--- config.mk ---
export PLATFORM = sky130hd
export DESIGN_NAME = owr_slave_rx
export DESIGN_NICKNAME = d
export VERILOG_FILES = /design/src/rtl/owr_pkg.sv /design/src/rtl/owr_line_sync.sv /design/src/rtl/owr_link_ctrl.sv /design/src/rtl/owr_slot_sampler.sv /design/src/rtl/owr_byte_shifter.sv /design/src/rtl/owr_slave_rx.sv
export SDC_FILE = /design/constraint.sdc
export NUM_CORES = 1
export LEC_CHECK = 0
export ABC_AREA = 1
export BUFFER_PORTS_ARGS = -buffer_cell sky130_fd_sc_hd__buf_2
export CORE_ASPECT_RATIO = 1.25
export CORE_UTILIZATION = 60
export CTS_CLUSTER_SIZE = 20
export DETAILED_ROUTE_END_ITERATION = 10
export GPL_TIMING_DRIVEN = 0
export PLACE_DENSITY = 0.73
export SYNTH_ARGS = -nofsm -noshare
export SYNTH_HDL_FRONTEND = slang
export SYNTH_SLANG_ARGS = --single-unit
--- constraint.sdc ---
create_clock -name clk -period 3.91 [get_ports clk]
set_clock_uncertainty 0.2 [all_clocks]
set_input_delay 0.1955 -clock clk [delete_from_list [all_inputs] [get_ports clk]]
set_output_delay 0.1955 -clock clk [all_outputs]
set_load 0.01 [all_outputs]
--- src/rtl/owr_pkg.sv ---
package owr_pkg;

  typedef enum logic [1:0] {
    LNK_IDLE   = 2'd0,
    LNK_WAIT   = 2'd1,
    LNK_PRES   = 2'd2,
    LNK_ACTIVE = 2'd3
  } lnk_state_t;

  typedef enum logic [1:0] {
    SMP_IDLE  = 2'd0,
    SMP_TIME  = 2'd1,
    SMP_HOLD0 = 2'd2
  } smp_state_t;

  function automatic int us_to_ticks(input int us, input int ticks_per_us);
    return us * ticks_per_us;
  endfunction

endpackage

--- src/rtl/owr_line_sync.sv ---
module owr_line_sync #(
  parameter int SYNC_STAGES = 2
) (
  input  logic clk,
  input  logic rst_n,
  input  logic bus_in,
  output logic line_o,
  output logic fell_o,
  output logic rose_o
);

  logic [SYNC_STAGES-1:0] sync_q;
  logic [SYNC_STAGES-1:0] sync_d;
  logic                   prev_q;

  always_comb begin
    sync_d = {sync_q[SYNC_STAGES-2:0], bus_in};
  end

  always_ff @(posedge clk or negedge rst_n) begin
    if (!rst_n) begin
      sync_q <= '1;
      prev_q <= 1'b1;
    end else begin
      sync_q <= sync_d;
      prev_q <= sync_q[SYNC_STAGES-1];
    end
  end

  assign line_o = sync_q[SYNC_STAGES-1];
  assign fell_o = prev_q & ~line_o;
  assign rose_o = ~prev_q & line_o;

endmodule

--- src/rtl/owr_link_ctrl.sv ---
module owr_link_ctrl
  import owr_pkg::*;
#(
  parameter int RST_TICKS  = 24000,
  parameter int WAIT_TICKS = 1500,
  parameter int PRES_TICKS = 6000
) (
  input  logic clk,
  input  logic rst_n,
  input  logic line,
  input  logic rose,
  output logic drive_low,
  output logic active,
  output logic rst_det
);

  localparam int LCW = $clog2(RST_TICKS + 1);
  localparam int TMAX = (WAIT_TICKS > PRES_TICKS) ? WAIT_TICKS : PRES_TICKS;
  localparam int TCW = $clog2(TMAX + 1);
  localparam logic [LCW-1:0] LOW_SAT   = LCW'(RST_TICKS);
  localparam logic [TCW-1:0] WAIT_LAST = TCW'(WAIT_TICKS - 1);
  localparam logic [TCW-1:0] PRES_LAST = TCW'(PRES_TICKS - 1);

  lnk_state_t     state_q, state_d;
  logic [LCW-1:0] low_q, low_d;
  logic [TCW-1:0] tmr_q, tmr_d;
  logic           drive_q;
  logic           in_pres;

  assign in_pres = (state_q == LNK_PRES);
  assign rst_det = rose & (low_q == LOW_SAT) & ~in_pres;

  always_comb begin
    low_d = low_q;
    if (line) begin
      low_d = '0;
    end else if (!in_pres && (low_q != LOW_SAT)) begin
      low_d = low_q + 1'b1;
    end
  end

  always_comb begin
    state_d = state_q;
    tmr_d   = tmr_q;
    unique case (state_q)
      LNK_IDLE, LNK_ACTIVE: begin
        if (rst_det) begin
          state_d = LNK_WAIT;
          tmr_d   = '0;
        end
      end
      LNK_WAIT: begin
        if (rst_det) begin
          tmr_d = '0;
        end else if (tmr_q == WAIT_LAST) begin
          state_d = LNK_PRES;
          tmr_d   = '0;
        end else begin
          tmr_d = tmr_q + 1'b1;
        end
      end
      LNK_PRES: begin
        if (tmr_q == PRES_LAST) begin
          state_d = LNK_ACTIVE;
          tmr_d   = '0;
        end else begin
          tmr_d = tmr_q + 1'b1;
        end
      end
      default: begin
        state_d = LNK_IDLE;
        tmr_d   = '0;
      end
    endcase
  end

  always_ff @(posedge clk or negedge rst_n) begin
    if (!rst_n) begin
      state_q <= LNK_IDLE;
      tmr_q   <= '0;
      low_q   <= '0;
      drive_q <= 1'b0;
    end else begin
      state_q <= state_d;
      tmr_q   <= tmr_d;
      low_q   <= low_d;
      drive_q <= (state_d == LNK_PRES);
    end
  end

  assign drive_low = drive_q;
  assign active    = (state_q == LNK_ACTIVE);

endmodule

--- src/rtl/owr_slot_sampler.sv ---
module owr_slot_sampler
  import owr_pkg::*;
#(
  parameter int SAMPLE_TICKS = 1500
) (
  input  logic clk,
  input  logic rst_n,
  input  logic en,
  input  logic line,
  input  logic fell,
  input  logic rose,
  input  logic rst_det,
  output logic bit_stb,
  output logic bit_val
);

  localparam int SCW = $clog2(SAMPLE_TICKS + 1);
  localparam logic [SCW-1:0] SMP_LAST = SCW'(SAMPLE_TICKS - 1);

  smp_state_t     state_q, state_d;
  logic [SCW-1:0] cnt_q, cnt_d;
  logic           stb_q, stb_d;
  logic           val_q, val_d;

  always_comb begin
    state_d = state_q;
    cnt_d   = cnt_q;
    stb_d   = 1'b0;
    val_d   = val_q;
    unique case (state_q)
      SMP_IDLE: begin
        if (en && fell) begin
          state_d = SMP_TIME;
          cnt_d   = '0;
        end
      end
      SMP_TIME: begin
        if (!en) begin
          state_d = SMP_IDLE;
        end else if (cnt_q == SMP_LAST) begin
          if (line) begin
            stb_d   = 1'b1;
            val_d   = 1'b1;
            state_d = SMP_IDLE;
          end else begin
            state_d = SMP_HOLD0;
          end
        end else begin
          cnt_d = cnt_q + 1'b1;
        end
      end
      SMP_HOLD0: begin
        if (!en) begin
          state_d = SMP_IDLE;
        end else if (rose) begin
          state_d = SMP_IDLE;
          if (!rst_det) begin
            stb_d = 1'b1;
            val_d = 1'b0;
          end
        end
      end
      default: state_d = SMP_IDLE;
    endcase
  end

  always_ff @(posedge clk or negedge rst_n) begin
    if (!rst_n) begin
      state_q <= SMP_IDLE;
      cnt_q   <= '0;
      stb_q   <= 1'b0;
      val_q   <= 1'b0;
    end else begin
      state_q <= state_d;
      cnt_q   <= cnt_d;
      stb_q   <= stb_d;
      val_q   <= val_d;
    end
  end

  assign bit_stb = stb_q;
  assign bit_val = val_q;

endmodule

--- src/rtl/owr_byte_shifter.sv ---
module owr_byte_shifter #(
  parameter int DATA_W = 8
) (
  input  logic              clk,
  input  logic              rst_n,
  input  logic              clear,
  input  logic              bit_stb,
  input  logic              bit_val,
  output logic              byte_valid,
  output logic [DATA_W-1:0] byte_data,
  output logic [$clog2(DATA_W)-1:0] bit_cnt
);

  localparam int BCW = $clog2(DATA_W);
  localparam logic [BCW-1:0] CNT_LAST = BCW'(DATA_W - 1);

  logic [DATA_W-1:0] sh_q, sh_d, sh_new;
  logic [DATA_W-1:0] out_q, out_d;
  logic [BCW-1:0]    cnt_q, cnt_d;
  logic              vld_q, vld_d;

  assign sh_new = {bit_val, sh_q[DATA_W-1:1]};

  always_comb begin
    sh_d  = sh_q;
    cnt_d = cnt_q;
    out_d = out_q;
    vld_d = 1'b0;
    if (clear) begin
      cnt_d = '0;
    end else if (bit_stb) begin
      sh_d = sh_new;
      if (cnt_q == CNT_LAST) begin
        cnt_d = '0;
        out_d = sh_new;
        vld_d = 1'b1;
      end else begin
        cnt_d = cnt_q + 1'b1;
      end
    end
  end

  always_ff @(posedge clk or negedge rst_n) begin
    if (!rst_n) begin
      sh_q  <= '0;
      cnt_q <= '0;
      out_q <= '0;
      vld_q <= 1'b0;
    end else begin
      sh_q  <= sh_d;
      cnt_q <= cnt_d;
      out_q <= out_d;
      vld_q <= vld_d;
    end
  end

  assign byte_valid = vld_q;
  assign byte_data  = out_q;
  assign bit_cnt    = cnt_q;

endmodule

--- src/rtl/owr_slave_rx.sv ---
module owr_slave_rx
  import owr_pkg::*;
#(
  parameter int TICKS_PER_US  = 50,
  parameter int RESET_US      = 480,
  parameter int PRES_DELAY_US = 30,
  parameter int PRES_LEN_US   = 120,
  parameter int SAMPLE_US     = 30,
  parameter int DATA_W        = 8,
  parameter int SYNC_STAGES   = 2
) (
  input  logic              clk,
  input  logic              rst_n,
  input  logic              bus_in,
  output logic              drive_low,
  output logic              byte_valid,
  output logic [DATA_W-1:0] byte_data
);

  localparam int RST_TICKS    = us_to_ticks(RESET_US, TICKS_PER_US);
  localparam int WAIT_TICKS   = us_to_ticks(PRES_DELAY_US, TICKS_PER_US);
  localparam int PRES_TICKS   = us_to_ticks(PRES_LEN_US, TICKS_PER_US);
  localparam int SAMPLE_TICKS = us_to_ticks(SAMPLE_US, TICKS_PER_US);

  logic [1:0] rst_sync_q;
  logic       rst_n_s;

  always_ff @(posedge clk or negedge rst_n) begin
    if (!rst_n) begin
      rst_sync_q <= 2'b00;
    end else begin
      rst_sync_q <= {rst_sync_q[0], 1'b1};
    end
  end
  assign rst_n_s = rst_sync_q[1];

  logic line, fell, rose;
  logic link_active, rst_det;
  logic bit_stb, bit_val;
  logic [$clog2(DATA_W)-1:0] bit_cnt;

  owr_line_sync #(.SYNC_STAGES(SYNC_STAGES)) sync_i (
    .clk    (clk),
    .rst_n  (rst_n_s),
    .bus_in (bus_in),
    .line_o (line),
    .fell_o (fell),
    .rose_o (rose)
  );

  owr_link_ctrl #(
    .RST_TICKS  (RST_TICKS),
    .WAIT_TICKS (WAIT_TICKS),
    .PRES_TICKS (PRES_TICKS)
  ) link_i (
    .clk       (clk),
    .rst_n     (rst_n_s),
    .line      (line),
    .rose      (rose),
    .drive_low (drive_low),
    .active    (link_active),
    .rst_det   (rst_det)
  );

  owr_slot_sampler #(.SAMPLE_TICKS(SAMPLE_TICKS)) smp_i (
    .clk     (clk),
    .rst_n   (rst_n_s),
    .en      (link_active),
    .line    (line),
    .fell    (fell),
    .rose    (rose),
    .rst_det (rst_det),
    .bit_stb (bit_stb),
    .bit_val (bit_val)
  );

  owr_byte_shifter #(.DATA_W(DATA_W)) shf_i (
    .clk        (clk),
    .rst_n      (rst_n_s),
    .clear      (rst_det),
    .bit_stb    (bit_stb),
    .bit_val    (bit_val),
    .byte_valid (byte_valid),
    .byte_data  (byte_data),
    .bit_cnt    (bit_cnt)
  );

endmodule

# Word level (Yosys, flattened, before mapping)
# Cells that the tools add are included.
# totals
ff_bits,71
latchBits,0
ram_bits,0
mem_bits_ro,0
inputBits,3
out_inout_bits,10
elab_cells,108
n_memories,0
# op_classes
addsub,4
multipliers,0
n_div,0
order_cmp,0
eq_ne,23
shift,0
muxes,43
bitwise_logic,8
n_reduce_logical,15
# ops
operator,count
13-bit two-way mux,4
13-bit one-hot mux with 3 select lines,1
11-bit two-way mux,3
15-bit two-way mux,2
11-bit one-hot mux with 2 select lines,1
2-bit two-way mux,10
"15-bit by 1-bit adder with 15-bit output, second input constant",1
"15-bit == test, second input constant",1
1-bit two-way mux,15
"15-bit != test, second input constant",1
"13-bit by 1-bit adder with 13-bit output, second input constant",1
"13-bit by 11-bit == test with 1-bit output, second input constant",1
"13-bit == test, second input constant",1
2-bit one-hot mux with 3 select lines,2
"11-bit by 1-bit adder with 11-bit output, second input constant",1
"11-bit == test, second input constant",1
"2-bit by 1-bit != test with 1-bit output, second input constant",5
3-bit two-way mux,3
"2-bit == test, second input constant",4
"2-bit != test, second input constant",4
2-bit nonzero test,4
7-bit AND reduction,1
"3-bit != test, second input constant",2
3-bit AND reduction,2
12 further kinds,22

# Logic depth before layout (Yosys ltp)
# depth
word_depth,8
ltp_mapped,12
mapped_depth_nobuf,12

# By module
# Synthesis repeated with hierarchy kept, for this count alone.
# unflattened
cells_unflattened,513
hier_area_um2,4078.9
# modules_own_cells
mod,n_inst,cells_each,area_per_inst_um2,seq_area_each_um2
owr_link_ctrl,1,267,2074.5,775.7
owr_slot_sampler,1,152,1062.3,375.4
owr_byte_shifter,1,84,794.5,475.5
owr_line_sync,1,7,93.8,78.8
owr_slave_rx,1,3,53.8,50.0

# Worst setup path after synthesis
# Ideal clock, no wire load.
# synth_timing
path_type,register to register
start,register sync_i.sync_q[1]
end,register link_i.tmr_q[4]
setup_ns,0.129
arrival_ns,1.552
required_time_ns,3.581
setup_slack_ns,2.029
stages_incl_launch_ff,10
n_path_buf,1
period_less_slack_ns,1.881
cell_sequence,dfstp_2 inv_2 or2_4 nor2_4 nand3_4 nand3b_1 nand2_1 nand2_1 buf_4 o22ai_1
# synth_via
elab_chain_cells,5
elab_cells_between_ends,6
classes_between,1 x eq/ne; 2 x mux; 3 x bitwise
# synth_rtl
element,line,text
"start, declared",owr_line_sync.sv:12,logic [SYNC_STAGES-1:0] sync_q;
"start signal, assigned",owr_line_sync.sv:25,sync_q <= sync_d;
1-bit AND (*),owr_line_sync.sv:32,assign rose_o = ~prev_q & line_o;
1-bit AND (*) (2 in a row),owr_link_ctrl.sv:31,assign rst_det = rose & (low_q == LOW_SAT) & ~in_pres;
13-bit two-way mux,owr_link_ctrl.sv:53,if (rst_det) begin
13-bit one-hot mux with 3 select lines,owr_link_ctrl.sv:45,unique case (state_q)
"end signal, assigned",owr_link_ctrl.sv:85,tmr_q <= tmr_d;
"end, declared",owr_link_ctrl.sv:26,"logic [TCW-1:0] tmr_q, tmr_d;"
# Mark *: on every way between the ends. The rest lies on a longest branch, timed or not.
# A chain may end at the register's enable or synchronous reset.

# Worst setup path after layout
# layout_timing
start,register link_i.state_q[1]
end,register smp_i.cnt_q[7]
# layout_via
elab_chain_cells,4
elab_cells_between_ends,5
classes_between,3 x eq/ne; 2 x reduce/logical
# layout_rtl
element,line,text
"start, declared",owr_link_ctrl.sv:24,"lnk_state_t state_q, state_d;"
"start signal, assigned",owr_link_ctrl.sv:84,state_q <= state_d;
2-bit == test (*),owr_link_ctrl.sv:92,assign active = (state_q == LNK_ACTIVE);
1-bit logical AND,owr_slot_sampler.sv:32,if (en && fell) begin
2-bit by 1-bit != test with 1-bit output (no source line),--,
4-bit AND reduction (no source line) (*),--,
"end signal, assigned",owr_slot_sampler.sv:75,cnt_q <= cnt_d;
"end, declared",owr_slot_sampler.sv:21,"logic [SCW-1:0] cnt_q, cnt_d;"
# Marked as above.

==> results.md <==
| Result | This run |
| --- | --- |
| Result of the run | finished clean |
| Leak pwr | 1.89 nW |
| Rel. slew slack | 0.435 |
| Worst skew pair latency | 0.35 ns |
| Global routing usage summed across all routing layers | 0.249 |
| Area added between synthesis and finish | 10.6% |
| Core Region | 5930 µm² |
| Proportion of synthesized chip area in sequential cells | 0.465 |
| Number of antenna violations at the first check in global routing | 0 |
| Number of warnings printed during yosys synthesis | 0 |
| DR vias/cell | 5.32 |
| Switching share of power | 0.244 |
| Antenna viol nets, final | 0 |
| Number of nets at the end of the flow | 526 |
| R2r endpoint | smp_i.cnt_q[7]$_DFFE_PN0P_ |
| Hold path depth | 0 |
| Uppermost signal routing layer after detailed routing | met4 |
| Internal portion of total power | 0.00104 W |
| Die Span Y | 90.7 µm |
| Count of vias placed by the detailed router | 3174 |
| Htree depth | 3 |
| Unrepaired setup endpoints after global routing | false |
| Finished Core Util | 0.703 |
| Syn nets | 500 |
| Type of destination of the critical path | flip-flop |
| Worst voltage drop across the vdd grid | 0.277 mV |
| Number of buffers and inverters on the critical path | 2 |
| Average wire per cell in the routed design | 12.2 µm |
| CTS Buf Count | 9 |
| Total wire length after detailed routing | 7280 µm |
| Clk Tree Root Cell | sky130_fd_sc_hd__clkbuf_8 |
| Bufs on Longest Clock Path | 2 |
| Largest net degree at the start of global routing | 69 |
| Seq pwr share | 0.543 |
| Power spent charging and discharging nets | 0.000335 W |
| Area used by multi-input combinational logic | 1730 µm² |
| Final Setup Violations | 0 |
| Rows | 31 |
| First-pass GRT wire length | 12800 µm |
| Cell area after technology mapping | 3770 µm² |
| Met3 routed wirelength | 275 µm |
| Cell repeated most along the worst path | sky130_fd_sc_hd__nand2_1 |
| Floorplan die area | 6610 µm² |
| Comb pwr share | 0.016 |
| Cell-by-cell listing of the critical path | ha_1 -> nand3_1 -> nand2_1 -> nand2_1 -> nor2_1 -> inv_2 -> nand2_1 -> buf_2 -> nand2_1 -> o21ai_0 |
| Fraction of final layout cells sized beyond drive strength 1 | 0.0951 |
| Min Hold Slack | 0.158 ns |
| Port Buffers | 12 |
| Violation count after the first detailed-route iteration | 155 |
| Die extent in x | 72.9 µm |
| Number of search-and-repair iterations in the first detailed-routing pass | 5 |
| Count of cells resized by post-cts repair | 0 |
| Final Hold Vio Count | 0 |
| Delay-heaviest family, CP | simple AND/OR/NAND/NOR gates |
| Final Max Tran Viols | 0 |
| Via count of the first global-routing pass | 3070 |
| Crit. Startpoint | link_i.state_q[1]$_DFF_PN0_ |
| Critical Path Sink | smp_i.cnt_q[7]$_DFFE_PN0P_ |
| Io pins | 13 |
| Slowest stage cell on the critical path | sky130_fd_sc_hd__dfrtp_1 |
| Critical Path RT | 3.99 ns |
| Critical Path Source Type | flip-flop |
| Setup TNS | 0 ns |
| Clock transition at path regs | 0.08 ns |
| Initial Util | 0.636 |
| Total power divided by cell area | 330 nW/µm² |
| Clock network power share | 0.441 |
| Routed length on met2 | 3610 µm |
| Highest achievable clock rate | 444 MHz |
| Startpoint of the lowest-slack register-to-register path | link_i.state_q[1]$_DFF_PN0_ |
| Final clock period utilization by the worst path | 0.576 |
| CP Depth | 10 |
| Worst hold path class | reg -> reg |
| Flops & latches, synth | 70 |
| Worst reg-to-reg path cell count | 10 |
| Slack of the worst reg-to-reg path | 1.66 ns |
| Critical path arrival | 2.33 ns |
| Number of sinks handled by clock tree synthesis | 70 |
| Synth Instances | 484 |
| Seq. cell area | 1760 µm² |
| Final weighted congestion of routability-driven global placement | 0.900 |
| Estimated wirelength of the detail-placed design | 5130 µm |
| Drt drc | 0 |
| Count of antenna diodes in the layout | 0 |
| Sum of routed wire segments on met1 | 3280 µm |
| TritonCTS clock tree | yes |
| Residual overflow from global routing | 0 |
| Final period demand of the worst path | 2.25 ns |
| Library cells used by synthesis | 34 |
| Slowest stage delay, CP | 0.43 ns |
| Actual transition at the worst max-transition pin | 0.847 ns |
| Max Cap Violations | 0 |
| Post-synthesis area per instance | 7.80 µm² |
| Crit-path max FO | 10 |
| Worst setup path category | reg -> reg |
| Count of fill cells added during filler insertion | 486 |
==> cell families after synthesis <==
| kind of cell | Yosys count | share of synthesized area |
|---|---|---|
| fa+ha+maj | 13 | 0.0431 |
| simple gates | 250 | 0.286 |
| mux | 1 | 0.00265 |
| flops | 70 | 0.465 |
| other cells | 1 | 0.000994 |
| compound gates | 61 | 0.0865 |
| buf+inv | 71 | 0.0756 |
| xor+xnor | 17 | 0.0395 |
==> timing repair <==
action,in CTS,in global routing
buffers inserted,0,0
hold endpoints to repair,3,0
hold buffers,3,0
==> metal layers <==
layer	up-vias	global-route usage
met5	-	0
li1	1603	-
met4	0	0.111
met3	13	0.0435
met2	82	0.413
met1	1476	0.315
==> stage by stage <==
stage | instance area (µm²) | setup slack [ns] | std cells | total power (W)
2_1_floorplan | 3770 | 1.62 | 484 | 0.000771
3_3_place_gp | 3940 | 0.820 | 578 | 0.000780
3_5_place_dp | 3940 | 1.70 | 578 | 0.000782
4_1_cts | 4170 | 1.70 | 597 | 0.00139
5_1_grt | 4170 | 1.40 | 597 | 0.00143
6_report | 4170 | 1.66 | 597 | 0.00138
==> worst min path at each step <==
stage,start,to,slack [ns]
detailed placement,rst_n,rst_sync_q[1]$_DFF_PN0_,-0.21
CTS,sync_i.sync_q[0]$_DFF_PN1_,sync_i.sync_q[1]$_DFF_PN1_,0.16
floorplan,rst_n,rst_sync_q[0]$_DFF_PN0_,-0.30
global route,sync_i.sync_q[0]$_DFF_PN1_,sync_i.sync_q[1]$_DFF_PN1_,0.17
finish,sync_i.sync_q[0]$_DFF_PN1_,sync_i.sync_q[1]$_DFF_PN1_,0.16
global placement,rst_n,rst_sync_q[1]$_DFF_PN0_,-0.22
==> flip-flops by register name, indices dropped and copies added, names as in the netlist, 2 cells and up <==
signal,cells
link_i.low_q,15
link_i.tmr_q,13
smp_i.cnt_q,11
shf_i.byte_data,8
shf_i.sh_q,7
shf_i.bit_cnt,3
link_i.state_q,2
rst_sync_q,2
smp_i.state_q,2
sync_i.sync_q,2
==> cell usage in the layout (no fill, tap or decap), types with 3 or more instances in the layout <==
| cell | Yosys | layout |
|---|---|---|
| sky130_fd_sc_hd__a21oi_1 | 12 | 12 |
| sky130_fd_sc_hd__buf_2 | 4 | 16 |
| sky130_fd_sc_hd__clkbuf_8 | 0 | 9 |
| sky130_fd_sc_hd__dfrtp_1 | 67 | 66 |
| sky130_fd_sc_hd__dfstp_2 | 3 | 3 |
| sky130_fd_sc_hd__dlygate4sd3_1 | 0 | 3 |
| sky130_fd_sc_hd__ha_1 | 13 | 13 |
| sky130_fd_sc_hd__inv_1 | 59 | 59 |
| sky130_fd_sc_hd__inv_6 | 0 | 3 |
| sky130_fd_sc_hd__nand2_1 | 119 | 119 |
| sky130_fd_sc_hd__nand3_1 | 45 | 45 |
| sky130_fd_sc_hd__nand4_1 | 9 | 9 |
| sky130_fd_sc_hd__nor2_1 | 55 | 55 |
| sky130_fd_sc_hd__nor3_1 | 14 | 14 |
| sky130_fd_sc_hd__o21ai_0 | 35 | 35 |
| sky130_fd_sc_hd__o21ai_1 | 3 | 3 |
| sky130_fd_sc_hd__o22ai_1 | 6 | 6 |
| sky130_fd_sc_hd__xor2_1 | 17 | 17 |
==> cell type report <==
cell class,count,area share
Clock buffer,9,0.0297
Multi-Input combinational cell,343,0.415
Inverter,62,0.0564
Tap cell,82,0.0246
Clock inverter,7,0.0192
Timing Repair Buffer,15,0.0216
Sequential cell,70,0.421
Buffer,9,0.0120
==> cells in the mapped netlist <==
library cell	count	area [µm²]
sky130_fd_sc_hd__nand2_1	119	447
sky130_fd_sc_hd__dfrtp_1	67	1680
sky130_fd_sc_hd__inv_1	59	221
sky130_fd_sc_hd__nor2_1	55	206
sky130_fd_sc_hd__nand3_1	45	225
sky130_fd_sc_hd__o21ai_0	35	175
sky130_fd_sc_hd__xor2_1	17	149
sky130_fd_sc_hd__nor3_1	14	70.1
sky130_fd_sc_hd__ha_1	13	163
sky130_fd_sc_hd__a21oi_1	12	60.1
sky130_fd_sc_hd__nand4_1	9	56.3
sky130_fd_sc_hd__o22ai_1	6	37.5
sky130_fd_sc_hd__buf_2	4	20.0
sky130_fd_sc_hd__dfstp_2	3	78.8
sky130_fd_sc_hd__o21ai_1	3	15.0
sky130_fd_sc_hd__clkbuf_1	2	7.51
sky130_fd_sc_hd__inv_2	2	7.51
sky130_fd_sc_hd__nand3b_1	2	15.0
sky130_fd_sc_hd__o21ai_2	2	17.5
sky130_fd_sc_hd__a31oi_1	1	6.26
sky130_fd_sc_hd__buf_1	1	3.75
sky130_fd_sc_hd__buf_4	1	7.51
sky130_fd_sc_hd__buf_6	1	11.3
sky130_fd_sc_hd__conb_1	1	3.75
sky130_fd_sc_hd__inv_4	1	6.26
sky130_fd_sc_hd__mux2i_1	1	10.0
sky130_fd_sc_hd__nand2_2	1	6.26
sky130_fd_sc_hd__nand2_4	1	11.3
sky130_fd_sc_hd__nand3_4	1	17.5
sky130_fd_sc_hd__nor2_2	1	6.26
sky130_fd_sc_hd__nor2_4	1	11.3
sky130_fd_sc_hd__o21a_1	1	7.51
sky130_fd_sc_hd__o31ai_1	1	7.51
sky130_fd_sc_hd__or2_4	1	8.76
==> power groups by stage <==
| stage | sequential [W] | combinational [W] | clock, W |
|---|---|---|---|
| after global routing | 0.000751 | 0.0000239 | 0.000654 |
| after detailed placement | 0.000763 | 0.0000190 | 0 |
| final | 0.000747 | 0.0000216 | 0.000607 |
| after global placement | 0.000762 | 0.0000184 | 0 |
| after floorplan | 0.000757 | 0.0000141 | 0 |
| after CTS | 0.000748 | 0.0000215 | 0.000616 |
(Power assumes the default switching activity.)
